**src/rtl/gpio_irq_pkg.sv**
```systemverilog
package gpio_irq_pkg;
  localparam int ADDR_W = 3;

  typedef enum logic [ADDR_W-1:0] {
    REG_OUT  = 3'd0,
    REG_IN   = 3'd1,
    REG_DIR  = 3'd2,
    REG_IEN  = 3'd3,
    REG_FLAG = 3'd4,
    REG_EDGE = 3'd5
  } reg_sel_e;
endpackage

```
**src/rtl/gpio_in_sync.sv**
```systemverilog
module gpio_in_sync #(
  parameter int W = 8
) (
  input  logic         clk,
  input  logic         rst,
  input  logic [W-1:0] pad_in,
  output logic [W-1:0] sync_o,
  output logic [W-1:0] dly_o
);
  logic [W-1:0] meta_q;
  logic [W-1:0] sync_q;
  logic [W-1:0] dly_q;

  always_ff @(posedge clk) begin
    if (rst) begin
      meta_q <= '0;
      sync_q <= '0;
      dly_q  <= '0;
    end else begin
      meta_q <= pad_in;
      sync_q <= meta_q;
      dly_q  <= sync_q;
    end
  end

  assign sync_o = sync_q;
  assign dly_o  = dly_q;
endmodule

```
**src/rtl/gpio_edge_flags.sv**
```systemverilog
module gpio_edge_flags #(
  parameter int           W    = 8,
  parameter logic [W-1:0] LIVE = '1
) (
  input  logic         clk,
  input  logic         rst,
  input  logic [W-1:0] sync_i,
  input  logic [W-1:0] dly_i,
  input  logic [W-1:0] dir_i,
  input  logic [W-1:0] edge_sel_i,
  input  logic [W-1:0] clr_i,
  output logic [W-1:0] flag_o
);
  for (genvar i = 0; i < W; i++) begin : g_pin
    if (LIVE[i]) begin : g_live
      logic rise;
      logic fall;
      logic hit;
      logic flag_q;

      assign rise = sync_i[i] & ~dly_i[i];
      assign fall = ~sync_i[i] & dly_i[i];
      assign hit  = ~dir_i[i] & (edge_sel_i[i] ? fall : rise);

      always_ff @(posedge clk) begin
        if (rst)           flag_q <= 1'b0;
        else if (hit)      flag_q <= 1'b1;
        else if (clr_i[i]) flag_q <= 1'b0;
      end

      assign flag_o[i] = flag_q;
    end else begin : g_dead
      assign flag_o[i] = 1'b0;
    end
  end
endmodule

```
**src/rtl/gpio_regfile.sv**
```systemverilog
module gpio_regfile
  import gpio_irq_pkg::*;
#(
  parameter int           W    = 8,
  parameter logic [W-1:0] LIVE = '1
) (
  input  logic              clk,
  input  logic              rst,
  input  logic [ADDR_W-1:0] addr,
  input  logic              we,
  input  logic [W-1:0]      wdata,
  input  logic [W-1:0]      in_val,
  input  logic [W-1:0]      flag,
  output logic [W-1:0]      rdata,
  output logic [W-1:0]      out_q,
  output logic [W-1:0]      dir_q,
  output logic [W-1:0]      ien_q,
  output logic [W-1:0]      edge_q,
  output logic [W-1:0]      clr_mask
);
  logic [W-1:0] rd_mux;
  logic [W-1:0] rdata_q;
  logic [W-1:0] wmask;
  reg_sel_e     sel;

  assign sel   = reg_sel_e'(addr);
  assign wmask = wdata & LIVE;

  always_comb begin
    case (sel)
      REG_OUT:  rd_mux = out_q;
      REG_IN:   rd_mux = in_val & LIVE;
      REG_DIR:  rd_mux = dir_q;
      REG_IEN:  rd_mux = ien_q;
      REG_FLAG: rd_mux = flag;
      REG_EDGE: rd_mux = edge_q;
      default:  rd_mux = '0;
    endcase
  end

  assign clr_mask = (we && sel == REG_FLAG) ? wmask : '0;

  always_ff @(posedge clk) begin
    if (rst) begin
      out_q   <= '0;
      dir_q   <= '0;
      ien_q   <= '0;
      edge_q  <= '0;
      rdata_q <= '0;
    end else begin
      if (we) begin
        case (sel)
          REG_OUT:  out_q  <= wmask;
          REG_DIR:  dir_q  <= wmask;
          REG_IEN:  ien_q  <= wmask;
          REG_EDGE: edge_q <= wmask;
          default:  ;
        endcase
      end
      rdata_q <= rd_mux;
    end
  end

  assign rdata = rdata_q;
endmodule

```
**src/rtl/gpio_irq_port.sv**
```systemverilog
module gpio_irq_port
  import gpio_irq_pkg::*;
#(
  parameter int           W         = 8,
  parameter logic [W-1:0] DEAD_MASK = 8'h80
) (
  input  logic              clk,
  input  logic              rst,
  input  logic [ADDR_W-1:0] bus_addr,
  input  logic              bus_we,
  input  logic [W-1:0]      bus_wdata,
  output logic [W-1:0]      bus_rdata,
  input  logic [W-1:0]      pad_in,
  output logic [W-1:0]      pad_oe,
  output logic [W-1:0]      pad_out,
  output logic [W-1:0]      pad_pull,
  output logic              irq
);
  localparam logic [W-1:0] LIVE = ~DEAD_MASK;

  logic [W-1:0] sync_v;
  logic [W-1:0] dly_v;
  logic [W-1:0] out_q;
  logic [W-1:0] dir_q;
  logic [W-1:0] ien_q;
  logic [W-1:0] edge_q;
  logic [W-1:0] clr_mask;
  logic [W-1:0] flag_q;

  gpio_in_sync #(.W(W)) u_sync (
    .clk    (clk),
    .rst    (rst),
    .pad_in (pad_in),
    .sync_o (sync_v),
    .dly_o  (dly_v)
  );

  gpio_regfile #(.W(W), .LIVE(LIVE)) u_regs (
    .clk      (clk),
    .rst      (rst),
    .addr     (bus_addr),
    .we       (bus_we),
    .wdata    (bus_wdata),
    .in_val   (sync_v),
    .flag     (flag_q),
    .rdata    (bus_rdata),
    .out_q    (out_q),
    .dir_q    (dir_q),
    .ien_q    (ien_q),
    .edge_q   (edge_q),
    .clr_mask (clr_mask)
  );

  gpio_edge_flags #(.W(W), .LIVE(LIVE)) u_flags (
    .clk        (clk),
    .rst        (rst),
    .sync_i     (sync_v),
    .dly_i      (dly_v),
    .dir_i      (dir_q),
    .edge_sel_i (edge_q),
    .clr_i      (clr_mask),
    .flag_o     (flag_q)
  );

  assign pad_oe   = dir_q;
  assign pad_out  = out_q & dir_q;
  assign pad_pull = out_q & ~dir_q;
  assign irq      = |(flag_q & ien_q);
endmodule

```
**config.mk**
```make
export PLATFORM = sky130hd
export DESIGN_NAME = gpio_irq_port
export DESIGN_NICKNAME = d
export VERILOG_FILES = /design/src/rtl/gpio_irq_pkg.sv /design/src/rtl/gpio_in_sync.sv /design/src/rtl/gpio_edge_flags.sv /design/src/rtl/gpio_regfile.sv /design/src/rtl/gpio_irq_port.sv
export SDC_FILE = /design/constraint.sdc
export NUM_CORES = 1
export LEC_CHECK = 0
export BUFFER_PORTS_ARGS = -buffer_cell sky130_fd_sc_hd__buf_4
export CORE_ASPECT_RATIO = 0.6
export CORE_MARGIN = 2
export CORE_UTILIZATION = 55
export CTS_CLUSTER_SIZE = 12
export DETAILED_ROUTE_END_ITERATION = 10
export PLACE_DENSITY_LB_ADDON = 0.08
export SYNTH_ARGS = -nofsm -noshare
export SYNTH_HDL_FRONTEND = slang
export SYNTH_SLANG_ARGS = --single-unit
```
**constraint.sdc**
```tcl
create_clock -name clk -period 2.12 [get_ports clk]
set_input_delay 0.106 -clock clk [delete_from_list [all_inputs] [get_ports clk]]
set_output_delay 0.106 -clock clk [all_outputs]
set_load 0.005 [all_outputs]
```
==> results.yml <==
critical_path:
  regToRegStartpoint: "u_sync.sync_o[6]$_SDFF_PP0_"
  critPathSlowestCell: "a222oi_1"
  path_class: "flop to output port"
  cp.required_ps: 2010
  reg2reg_to: "u_flags.g_pin[6].g_live.flag_q$_SDFFE_PP0P_"
  cp.arrival_ps: 1320
  worst-path-buf-inv: 1
  path_cells: "a222oi_1 > nand3_1 > buf_4"
  r2r_setup_slack_ps: 910
  worstPathMaxFanout: 3
  cpPeakStageDelay_ps: 370
  cp-start-kind: "flop"
  cp-end-kind: "output port"
  rr_worst_depth: 3
  crit_family: "compound AO/OA/AOI/OAI gates"
place:
  place_ws_ps: 672
  placed_area_sq_mm: 0.00308
  dp_hpwl_um: 3830
  port_buffers: 48
  routabilityCongestion: 0.853
  dp_cells: 371
global_routing:
  grt_usage_pct: 23.6
  overflow: 0
  grt_max_degree: 61
  grt_pass1_vias: 1932
  grt_pass1_wl_um: 9650
  antenna_found_initial: 0
floorplanning:
  core.rowCount: 19
  ios: 55
  fp.dieW_um: 95.2
  start_util_pct: 58.6
  die-area_sq_mm: 0.00559
  core_area_sq_mm: 0.00468
  die_height_um: 58.7
routing:
  wl_per_cell_um: 14.8
  vias: 2070
  ant_nets: 0
  drt-total-wl_um: 5850
  routed_via_density: 5.25
  drtIter0Drc: 127
  drc: 0
  firstDrtPassIters: 4
cts:
  htreeDepth: 3
  cts_hold_buf: 7
  clockRootBuffer: "clkbuf_8"
  cts_setup_buffers: 0
  cts_resized: 0
  cts_buffers: 9
  insertion_delay_ps: 340
  clockBufferDepth: 2
  clkTransAtPathRegs_ps: 70
  cts_tree: "built"
  cts_sinks: 63
sta:
  rsz0062_at_grt: "no"
  layout_min_cycle_time_ps: 1430
  fin_worst_skew_ps: 7.79
  finalCritPeriodShare_pct: 67.5
  hold_violations: 0
  drv_slew: 0
  fin_ws_ps: 690
  finalSetupViolCount: 0
  slew_headroom_pct: 60.2
  finalSetupTns_ps: 0
  hold_ws_ps: 41.1
  max_freq_mhz: 699
  worstMarginPinSlew_ps: 597
layout:
  diodes: 0
  n_fill_cell: 367
  final_area_sq_mm: 0.00338
  layout.cells.non_filler: 394
  area_growth_pct: 23.0
  nets: 348
  layout-drive-gt1-share_pct: 25.1
hold_path:
  hold_path_depth: 3
  hold_path_class: "input pin to flop"
  hold_path.startpoint: "bus_wdata[2]"
  whs_endpoint: "u_regs.dir_q[2]$_SDFFE_PP0P_"
pwr:
  leakage_nw: 1.48
  p_per_area_mw_per_mm2: 770
  peakVddDrop_uv: 481
logic_synthesis:
  synth_flop_cell: "dfxtp_1"
  ys_types: 33
  synth_warnings: 0
  synthCells: 275
  synth.avg_cell_area_sq_um: 9.98
  ys_async_sr_fraction_pct: 0
  syn-cell-area_sq_mm: 0.00274
  synth_area_leader_cell: "dfxtp_1"
  synth_edf_count: 0
  synth_area_leaders: "dfxtp_1 46%, mux2i_1 11%, nor2b_1 6.6%"
  synth.most_common_cell: "dfxtp_1"
  synth_common_cells: "63 x dfxtp_1, 32 x nor2_1, 31 x mux2i_1"
  netlist.area_leader.share_pct: 46.0
  yosysSeqAreaShare_pct: 46.0
  ys_seq_elements: 63
status:
  status: "finished clean"
run:
  drv_cap: 0
state kept, by name, summed over array words and instances (netlist names):
signal and count:
u_flags.g_pin.g_live.flag_q 7, u_regs.dir_q 7, u_regs.edge_q 7, u_regs.ien_q 7, u_regs.out_q 7, u_regs.rdata 7, u_sync.dly_o 7, u_sync.meta_q 7
u_sync.sync_o 7
worst max path at each step:
| stage | start | end | cells after the start |
|---|---|---|---|
| after floorplan | u_regs.edge_q[5]$_SDFFE_PP0P_ | u_flags.g_pin[5].g_live.flag_q$_SDFFE_PP0P_ | 3 |
| final | u_regs.ien_q[6]$_SDFFE_PP0P_ | irq | 3 |
| after global placement | bus_addr[0] | u_regs.out_q[1]$_SDFFE_PP0P_ | 5 |
| after CTS | u_regs.ien_q[6]$_SDFFE_PP0P_ | irq | 3 |
| after global routing | u_regs.ien_q[6]$_SDFFE_PP0P_ | irq | 3 |
| after detailed placement | bus_addr[0] | u_regs.out_q[0]$_SDFFE_PP0P_ | 5 |
layout by cell type, fill, tap and decap left out, drive strengths merged, types with 5 or more instances in the layout:
master        n
dfxtp        63
buf          50
nor2         32
mux2i        31
nor2b        29
clkbuf       11
inv           9
o21ai         9
a21oi         9
nand3b        8
a21o          8
and2          7
mux2          7
or3b          7
dlygate4sd3   7
a31oi         6
nand3         5
a32oi         5
power breakdown:
group | internal (mW) | switching, mW | leakage, nW
Sequential | 1.22 | 0.0258 | 0.513
Combinational | 0.102 | 0.102 | 0.859
Clock | 0.694 | 0.454 | 0.110
Total | 2.02 | 0.582 | 1.48
layout make-up:
cell class              count  area (sq um)  area share, %
repair buffers             57           445           13.2
flip-flops and latches     63          1260           37.4
multi-input cells         186          1330           39.5
clock inverters             5          81.3           2.41
inverters                   9          33.8           1.00
well taps                  63          78.8           2.34
clock buffers              11           141           4.19
metrics by stage:
| step | power, mW | utilization (%) |
|---|---|---|
| final | 2.60 | 72.1 |
| after global routing | 2.70 | 72.1 |
| after CTS | 2.61 | 72.1 |
| after detailed placement | 1.47 | 65.8 |
| after global placement | 1.46 | 65.8 |
| after floorplan | 1.40 | - |
logic make-up (layout without fill, tap and decap cells):
| logic type | count (synthesis) | after routing | synth area share [%] |
|---|---|---|---|
| buf+inv | 29 | 82 | 5.84 |
| flops | 63 | 63 | 46.0 |
| simple gates | 99 | 99 | 22.5 |
| compound gates | 44 | 44 | 10.5 |
| mux | 39 | 39 | 15.0 |
| other cells | 1 | 4 | 0.137 |
metal layers:
layer  up-vias  GRT usage [%]  wire length, um
li1       1051              -                -
met1       949           33.6             2950
met2        61           34.6             2490
met3         9           7.04              340
met4         0           8.07               68
met5         -              0                0
worst register-to-register path, delay by kind of cell (launching register included):
| kind | cells | cell delay [ps] |
|---|---|---|
| compound gates | 2 | 310 |
| flops | 1 | 370 |
| simple gates | 1 | 460 |
(Power assumes the default switching activity.)
